**src/rtl/dbgcmd_pkg.sv**
```systemverilog
package dbgcmd_pkg;

    localparam int OPC_W = 4;

    localparam logic [OPC_W-1:0] OP_NOP     = 4'h0;
    localparam logic [OPC_W-1:0] OP_BWR8    = 4'h1;
    localparam logic [OPC_W-1:0] OP_BWR16   = 4'h2;
    localparam logic [OPC_W-1:0] OP_BWR32   = 4'h3;
    localparam logic [OPC_W-1:0] OP_BRD8    = 4'h5;
    localparam logic [OPC_W-1:0] OP_BRD16   = 4'h6;
    localparam logic [OPC_W-1:0] OP_BRD32   = 4'h7;
    localparam logic [OPC_W-1:0] OP_REG_WR  = 4'h9;
    localparam logic [OPC_W-1:0] OP_REG_SEL = 4'hD;

    typedef enum logic [1:0] {
        ST_IDLE   = 2'd0,
        ST_LOADED = 2'd1,
        ST_SHIFT  = 2'd2
    } scan_st_e;

    function automatic logic is_burst(input logic [OPC_W-1:0] op);
        return (op == OP_BWR8) || (op == OP_BWR16) || (op == OP_BWR32) ||
               (op == OP_BRD8) || (op == OP_BRD16) || (op == OP_BRD32);
    endfunction

endpackage

```
**src/rtl/dbgcmd_shreg.sv**
```systemverilog
module dbgcmd_shreg #(
    parameter int SR_W   = 53,
    parameter int LOAD_W = 32
) (
    input  logic              clk,
    input  logic              rst_n,
    input  logic              cap_en,
    input  logic              shift_en,
    input  logic              tdi,
    input  logic [LOAD_W-1:0] load_val,
    output logic [SR_W-1:0]   sr_q,
    output logic              tdo
);

    always_ff @(posedge clk or negedge rst_n) begin
        if (!rst_n) begin
            sr_q <= '0;
        end else if (cap_en) begin
            sr_q <= SR_W'(load_val);
        end else if (shift_en) begin
            sr_q <= {tdi, sr_q[SR_W-1:1]};
        end
    end

    assign tdo = sr_q[0];

endmodule

```
**src/rtl/dbgcmd_regbank.sv**
```systemverilog
module dbgcmd_regbank #(
    parameter int NUM_MODS = 3,
    parameter int MOD_W    = 2,
    parameter int IDX_W    = 2,
    parameter int DATA_W   = 32
) (
    input  logic              clk,
    input  logic              rst_n,
    input  logic              sel_en,
    input  logic              wr_en,
    input  logic [MOD_W-1:0]  mod,
    input  logic [IDX_W-1:0]  idx,
    input  logic [DATA_W-1:0] wdata,
    output logic [DATA_W-1:0] rd_data
);

    localparam int NUM_REGS = 1 << IDX_W;

    logic [DATA_W-1:0] mod_rd [NUM_MODS];

    for (genvar m = 0; m < NUM_MODS; m++) begin : g_mod
        logic [IDX_W-1:0]  idx_q;
        logic [DATA_W-1:0] regs_q [NUM_REGS];
        logic              hit;

        assign hit = (mod == MOD_W'(m));

        always_ff @(posedge clk or negedge rst_n) begin
            if (!rst_n) begin
                idx_q <= '0;
                for (int r = 0; r < NUM_REGS; r++) begin
                    regs_q[r] <= '0;
                end
            end else begin
                if ((sel_en || wr_en) && hit) begin
                    idx_q <= idx;
                end
                if (wr_en && hit) begin
                    regs_q[idx] <= wdata;
                end
            end
        end

        assign mod_rd[m] = regs_q[idx_q];
    end

    always_comb begin
        rd_data = '0;
        for (int m = 0; m < NUM_MODS; m++) begin
            if (mod == MOD_W'(m)) begin
                rd_data = mod_rd[m];
            end
        end
    end

endmodule

```
**src/rtl/dbgcmd_decoder.sv**
```systemverilog
module dbgcmd_decoder #(
    parameter int NUM_MODS = 3,
    parameter int MOD_W    = 2,
    parameter int IDX_W    = 2,
    parameter int DATA_W   = 32,
    parameter int ADDR_W   = 32,
    parameter int CNT_W    = 16
) (
    input  logic              tck,
    input  logic              trst_n,
    input  logic              sel,
    input  logic              capture_dr,
    input  logic              shift_dr,
    input  logic              update_dr,
    input  logic              tdi,
    output logic              tdo,
    output logic              burst_go,
    output logic [3:0]        burst_op,
    output logic [MOD_W-1:0]  burst_mod,
    output logic [ADDR_W-1:0] burst_addr,
    output logic [CNT_W-1:0]  burst_cnt
);
    import dbgcmd_pkg::*;

    localparam int REG_BODY = IDX_W + DATA_W;
    localparam int BUR_BODY = ADDR_W + CNT_W;
    localparam int BODY_W   = (REG_BODY > BUR_BODY) ? REG_BODY : BUR_BODY;
    localparam int SR_W     = 1 + OPC_W + BODY_W;
    localparam int TOP      = SR_W - 1;
    localparam int OPC_HI   = TOP - 1;
    localparam int BODY_HI  = OPC_HI - OPC_W;

    scan_st_e          st, st_nxt;
    logic              cap, shf, upd, exec;
    logic [SR_W-1:0]   sr;
    logic [DATA_W-1:0] rd_data;
    logic [MOD_W-1:0]  act_mod;

    logic              is_msel;
    logic [MOD_W-1:0]  msel_idx;
    logic [OPC_W-1:0]  opc;
    logic [IDX_W-1:0]  f_idx;
    logic [DATA_W-1:0] f_data;
    logic [ADDR_W-1:0] f_addr;
    logic [CNT_W-1:0]  f_cnt;
    logic              do_sel, do_wr, do_burst, do_msel;

    assign cap = sel && capture_dr;
    assign shf = sel && shift_dr;
    assign upd = sel && update_dr;

    // Scan tracker: next state
    always_comb begin
        st_nxt = st;
        unique case (st)
            ST_IDLE: begin
                if (cap)      st_nxt = ST_LOADED;
                else if (shf) st_nxt = ST_SHIFT;
            end
            ST_LOADED: begin
                if (shf)      st_nxt = ST_SHIFT;
                else if (upd) st_nxt = ST_IDLE;
            end
            ST_SHIFT: begin
                if (cap)      st_nxt = ST_LOADED;
                else if (upd) st_nxt = ST_IDLE;
            end
            default:          st_nxt = ST_IDLE;
        endcase
    end

    // Scan tracker: state register
    always_ff @(posedge tck or negedge trst_n) begin
        if (!trst_n) st <= ST_IDLE;
        else         st <= st_nxt;
    end

    assign exec = (st == ST_SHIFT) && upd && !cap;

    dbgcmd_shreg #(.SR_W(SR_W), .LOAD_W(DATA_W)) i_shreg (
        .clk      (tck),
        .rst_n    (trst_n),
        .cap_en   (cap),
        .shift_en (shf && !cap),
        .tdi      (tdi),
        .load_val (rd_data),
        .sr_q     (sr),
        .tdo      (tdo)
    );

    // Field decode from the top of the shift register
    assign is_msel  = sr[TOP];
    assign msel_idx = sr[TOP-1 -: MOD_W];
    assign opc      = sr[OPC_HI -: OPC_W];
    assign f_idx    = sr[BODY_HI -: IDX_W];
    assign f_data   = sr[BODY_HI-IDX_W -: DATA_W];
    assign f_addr   = sr[BODY_HI -: ADDR_W];
    assign f_cnt    = sr[BODY_HI-ADDR_W -: CNT_W];

    assign do_msel  = exec && is_msel && ({1'b0, msel_idx} < (MOD_W+1)'(NUM_MODS));
    assign do_sel   = exec && !is_msel && (opc == OP_REG_SEL);
    assign do_wr    = exec && !is_msel && (opc == OP_REG_WR);
    assign do_burst = exec && !is_msel && is_burst(opc);

    dbgcmd_regbank #(
        .NUM_MODS (NUM_MODS),
        .MOD_W    (MOD_W),
        .IDX_W    (IDX_W),
        .DATA_W   (DATA_W)
    ) i_regbank (
        .clk     (tck),
        .rst_n   (trst_n),
        .sel_en  (do_sel),
        .wr_en   (do_wr),
        .mod     (act_mod),
        .idx     (f_idx),
        .wdata   (f_data),
        .rd_data (rd_data)
    );

    // Registered outputs and active module
    always_ff @(posedge tck or negedge trst_n) begin
        if (!trst_n) begin
            act_mod    <= '0;
            burst_go   <= 1'b0;
            burst_op   <= '0;
            burst_mod  <= '0;
            burst_addr <= '0;
            burst_cnt  <= '0;
        end else begin
            burst_go <= do_burst;
            if (do_msel) begin
                act_mod <= msel_idx;
            end
            if (do_burst) begin
                burst_op   <= opc;
                burst_mod  <= act_mod;
                burst_addr <= f_addr;
                burst_cnt  <= f_cnt;
            end
        end
    end

endmodule

```
**config.mk**
```make
export PLATFORM = sky130hd
export DESIGN_NAME = dbgcmd_decoder
export DESIGN_NICKNAME = d
export VERILOG_FILES = /design/src/rtl/dbgcmd_pkg.sv /design/src/rtl/dbgcmd_shreg.sv /design/src/rtl/dbgcmd_regbank.sv /design/src/rtl/dbgcmd_decoder.sv
export SDC_FILE = /design/constraint.sdc
export NUM_CORES = 1
export LEC_CHECK = 0
export BUFFER_PORTS_ARGS = -buffer_cell sky130_fd_sc_hd__buf_2
export CORE_MARGIN = 4
export CORE_UTILIZATION = 25
export CTS_CLUSTER_SIZE = 28
export DETAILED_ROUTE_END_ITERATION = 10
export PLACE_DENSITY = 0.38
export SYNTH_ARGS = -nofsm -noshare
export SYNTH_HDL_FRONTEND = slang
export SYNTH_SLANG_ARGS = --single-unit
```
**constraint.sdc**
```tcl
create_clock -name tck -period 5.3 [get_ports tck]
set_input_delay 1.325 -clock tck [delete_from_list [all_inputs] [get_ports tck]]
set_output_delay 1.325 -clock tck [all_outputs]
set_load 0.05 [all_outputs]
```
# ---- Yosys cells after proc, flatten, opt, wreduce, memory -nomap -nowiden
# Index checks and enable logic that the tools add are counted.
dict set report totals {
  regBits 502
}
dict set report classes {
  order_cmp 6
  eq_ne 13
  n_mux 25
  bitwise_logic 4
  n_reduce_logical 30
}
# op count
set ops {}
lappend ops {{$bwmux 128} 3}
lappend ops {{$mux 32} 10}
lappend ops {{$bmux 32 s2} 3}
lappend ops {{$mux 53} 2}
lappend ops {{$demux 32 s2} 1}
lappend ops {{$logic_and 1x1->1} 19}
lappend ops {{$eq 4x3->1 const B} 3}
lappend ops {{$ge 3x3->1 const B} 4}
lappend ops {{$not 2->3} 4}
lappend ops {{$mux 2} 5}
lappend ops {{$eq 4x2->1 const B} 2}
lappend ops {{$eq 4x4->1 const B} 2}
lappend ops {{$logic_or 1x1->1} 6}
lappend ops {{$pmux 2 s3} 1}
lappend ops {{$eq 2x1->1 const B} 2}
lappend ops {{$eq 2x2->1 const B} 2}
lappend ops {{$eq 4x1->1 const B} 1}
lappend ops {{$logic_not 2->1} 2}
lappend ops {{$lt 3x1->1 const B} 1}
lappend ops {{$ne 3x3->1 const B} 1}
lappend ops {{$logic_not 1->1} 2}
lappend ops {{$lt 2x2->1 const B} 1}
lappend ops {{$reduce_bool 2->1} 1}

# ---- Logic depth before layout (Yosys ltp)
dict set report depth {
  word_depth 8
  mapped_depth 7
  depth_no_buf 4
}

# ---- Cells and area by module
# A second synthesis with hierarchy kept.
dict set report hier_totals {
  hier_cells 1455
  hier_area_um2 22316.4
}
# mod n_inst cells_each area_each_um2 seq_area_each_um2
set modules_own_cells {}
lappend modules_own_cells {dbgcmd_regbank 1 1102 17389.2 9759.4}
lappend modules_own_cells {dbgcmd_decoder 1 146 2558.7 1476.4}
lappend modules_own_cells {dbgcmd_shreg 1 207 2368.5 1326.3}

# ---- Least setup slack after synthesis
# No wires, ideal clock.
dict set report synth_path {
  path_type {input to register}
  start {input port sel}
  end {register i_regbank.g_mod[1].regs_q[75] (netlist name)}
  arrival_time_ns 3.017
  setup_slack_ns 2.158
  cell_stages 6
  cell_sequence {buf_4 > and4b_4 > or4b_4 > nor3_4 > buf_6 > mux2_4}
}
dict set report synth_via {
  elab_chain_cells 6
}
# item line
set synth_lines {}
lappend synth_lines {{start: declaration} dbgcmd_decoder.sv:11} ;# input logic sel,
lappend synth_lines {{$logic_and 1x1->1, on equally long branches} {dbgcmd_decoder.sv:50, dbgcmd_decoder.sv:48}}
lappend synth_lines {{$logic_and 1x1->1 / $logic_not 1->1 (equally long branches)} dbgcmd_decoder.sv:78} ;# assign exec = (st == ST_SHIFT) && upd && !cap;
lappend synth_lines {{$logic_and 1x1->1 *} dbgcmd_decoder.sv:78}
lappend synth_lines {{$logic_and 1x1->1 * (2 in a row)} dbgcmd_decoder.sv:102} ;# assign do_wr = exec && !is_msel && (opc == OP_REG_WR);
lappend synth_lines {{$logic_and 1x1->1 *} dbgcmd_regbank.sv:38} ;# if (wr_en && hit) begin
lappend synth_lines {{end signal: indexed assignment} dbgcmd_regbank.sv:39} ;# regs_q[idx] <= wdata;
lappend synth_lines {{end: declaration} dbgcmd_regbank.sv:23} ;# logic [DATA_W-1:0] regs_q [NUM_REGS];
# Mark *: on every way between the ends. The rest lies on a longest branch, timed or not.
# A chain may end at the register's enable or synchronous reset.

# ---- Worst setup path in the final report
dict set report layout_path {
  start {input port sel}
  end {register i_regbank.g_mod[1].regs_q[67] (netlist name)}
}
# The elaborated chain is that of the path after synthesis.

==> flow_summary_export.csv <==
group,metric,value,unit
logic_synthesis,syn_area_per_cell,14.22,sq um
logic_synthesis,syn_area,0.02232,sq mm
placed_design,gp_congestion,0.6997,
critical_path,crit_slowest_cell,"nor3_4",
pwr,p_leak,0.01169,uW
global_route,grt_overflow_total,0,
critical_path,crit_path_start,"sel",
clock_tree,clock-sinks,502,
route,route.vias.total,13070,
clock_tree,cts_tree,"built",
global_route,grt_pass1_wl,96320,microns
timing,finalClockSkew,0.01754,ns
logic_synthesis,ys_seq_area_share,56.28,%
placed_design,port_buffers,62,
flow_run,drv_cap,0,
clock_tree,clkLatencyLatePin,0.61,ns
clock_tree,cts_made_buffers,58,
logic_synthesis,synth_nets,1577,
clock_tree,cts_htree_levels,2,
placed_design,hpwl,38270,microns
logic_synthesis,synth-seq-cells,502,
floorplan,coreArea,0.08851,sq mm
timing,hold_violations,0,
pwr,finalPower,8382,uW
critical_path,r2r_setup_slack,2.40,ns
floorplan,die_y,306.8,microns
timing,min_period,3.282,ns
route,drc,0,
final_layout,drive_gt1_share,41.07,%
logic_synthesis,synth_edf_count,0,
floorplan,row_count,109,
worst_hold_path,worstHoldPathType,"reg2reg",
critical_path,r2r.worst_path.cells,5,
worst_hold_path,hold_path_depth,1,
critical_path,r2r_end,"i_regbank.g_mod[1].regs_q[52]$_DFFE_PN0P_",
logic_synthesis,synthTopCellsByArea,"dfrtp_1, mux2_2, mux2i_1",
critical_path,path_cells,"buf_2 -> and4b_4 -> or4b_4 -> nor3_4 -> buf_4 -> mux2_2",
critical_path,worstSetupStartpointType,"input port",
logic_synthesis,yosysTopAreaCell,"dfrtp_1",
floorplan,dieArea,0.09412,sq mm
run_status,status,"complete, no violations",
timing,setup_slack,2.018,ns
critical_path,crit_required,5.79,ns
critical_path,critPathTopFamily,"simple AND/OR/NAND/NOR gates",
placed_design,place_ws,1.341,ns
route,routed_wl,63980,microns
clock_tree,post_cts_buffers,0,
clock_tree,cts.clk_slew.worst_paths,0.06,ns
final_layout,area_growth,14.67,%
floorplan,floorplan.initialDensity,25.22,%
final_layout,fin_cells,2790,
critical_path,worstSetupPathType,"in2reg",
final_layout,layout_common_cells,"dfrtp_1, mux2_2, mux2i_1",
pwr,powerDensity,327.5,mW/mm^2
timing,fin_setup_tns,0,ns
route,initialDrtViolationCount,675,
pwr,ir_worst_vdd,0.0002091,V
timing,tightest_slew,1.084,ns
final_layout,layout_commonest_cell,"dfrtp_1",
final_layout,fin_area,0.02559,sq mm
critical_path,crit_path_max_incr_delay,0.71,ns
clock_tree,ctsHoldBuffers,0,
floorplan,ios,63,
global_route,grt_pass1_vias,14010,
route,ant_nets,0,
timing,rsz0062_at_grt,"false",
logic_synthesis,yosys_warnings,0,
global_route,antenna_found_initial,2,
timing,period_share,61.92,%
critical_path,end_kind,"register",
critical_path,crit_buf_inv,2,
clock_tree,root_buffer,"clkbuf_16",
placed_design,placed_area,0.02369,sq mm
logic_synthesis,async_flop_share,100.0,%
route,route.detailed.wl_per_inst,22.93,microns
route,routed_via_density,4.685,
floorplan,die_w,306.8,microns
timing,relSlewSlack,27.15,%
critical_path,r2r_start,"i_shreg.sr_q[47]$_DFFE_PN0P_",
placed_design,place_inst,2686,
logic_synthesis,ys_types,42,
timing,drv_slew,0,
critical_path,cp.arrival,3.77,ns
timing,setup_viol,0,
worst_hold_path,hp-start,"i_regbank.g_mod[0].regs_q[84]$_DFFE_PN0P_",
global_route,grt_start_max_net_pins,100,
final_layout,nets,1588,
clock_tree,clock_path_buffers,3,
global_route,grt_use_total,13.66,%
critical_path,path_max_fanout,14,
worst_hold_path,holdPathEnd,"i_regbank.g_mod[0].regs_q[84]$_DFFE_PN0P_",
logic_synthesis,synth_top_area_share,56.28,%
critical_path,cp.depth,6,
clock_tree,cts.repair.resized,0,
route,drt_first_pass_iters,5,
timing,max_freq,304.7,MHz
logic_synthesis,synth_cells,1570,
logic_synthesis,ys.flop_type,"dfrtp_1",
[logic make-up after synthesis]
family          Yosys count  share of synthesized area [%]
mux                     623                          31.97
flops                   502                          56.28
compound gates          166                          5.085
buf+inv                 151                          3.610
simple gates            128                          3.050
[how the worst max path moves through the flow]
stage                                                 to  slack [ns]
6_report       i_regbank.g_mod[1].regs_q[67]$_DFFE_PN0P_        2.02
3_5_place_dp   i_regbank.g_mod[1].regs_q[67]$_DFFE_PN0P_        1.34
4_1_cts        i_regbank.g_mod[1].regs_q[67]$_DFFE_PN0P_        1.99
2_1_floorplan  i_regbank.g_mod[1].regs_q[75]$_DFFE_PN0P_        2.16
5_1_grt         i_regbank.g_mod[0].regs_q[2]$_DFFE_PN0P_        1.81
3_3_place_gp   i_regbank.g_mod[1].regs_q[73]$_DFFE_PN0P_        1.38
[cells in the mapped netlist, types with 7 or more instances]
master,n
dfrtp_1,502
mux2_2,410
mux2i_1,156
clkbuf_1,82
o22ai_1,58
nand2_1,46
o221ai_1,46
a21oi_1,42
nor2_1,32
buf_6,24
mux2_4,21
mux4_2,21
buf_2,16
mux2_1,15
buf_1,9
buf_4,9
inv_1,7
[metal layers]
| layer | track usage, % | routed length [microns] |
|---|---|---|
| met1 | 19.20 | 30720 |
| met4 | 3.154 | 1129 |
| met3 | 1.894 | 1878 |
| met2 | 22.46 | 30250 |
| met5 | 0 | 0 |
[area by class of cell]
class,count,area [sq um]
fill,8879,62920
sequential,502,12570
multi-input combinational,917,8989
clock buffer,90,1773
tap,1165,1458
timing repair buffer,95,643.1
clock inverter,13,127.6
inverter,7,26.28
antenna,1,2.502
[report_power, final]
group	total (uW)	switching (uW)	internal, uW
clock network	3990	1620	2380
logic	341	251	89.2
registers	4050	166	3880
[metrics by stage]
stage | hold slack (ns) | utilization [%]
finish | 0.4830 | 28.91
CTS | 0.4875 | 28.91
detailed placement | 0.4740 | 26.76
global placement | 0.4669 | 26.76
floorplan | 0.4532 | -
global route | 0.5035 | 28.91
[registers in the layout (all words and copies together) (netlist names)]
| signal | count |
|---|---|
| act_mod | 2 |
| burst_addr | 32 |
| burst_cnt | 16 |
| burst_go | 1 |
| burst_mod | 2 |
| burst_op | 4 |
| i_regbank.g_mod.idx_q | 6 |
| i_regbank.g_mod.regs_q | 384 |
| i_shreg.sr_q | 53 |
| st | 2 |
[worst reg2reg max path, stage by stage, from the launching register on]
cell	delay (ns)
dfrtp_1	0.80
nor3b_1	0.27
nand3_1	0.13
or3_2	0.88
buf_4	0.41
mux2_2	0.29
Note: power is estimated with default switching activity, not from simulation.
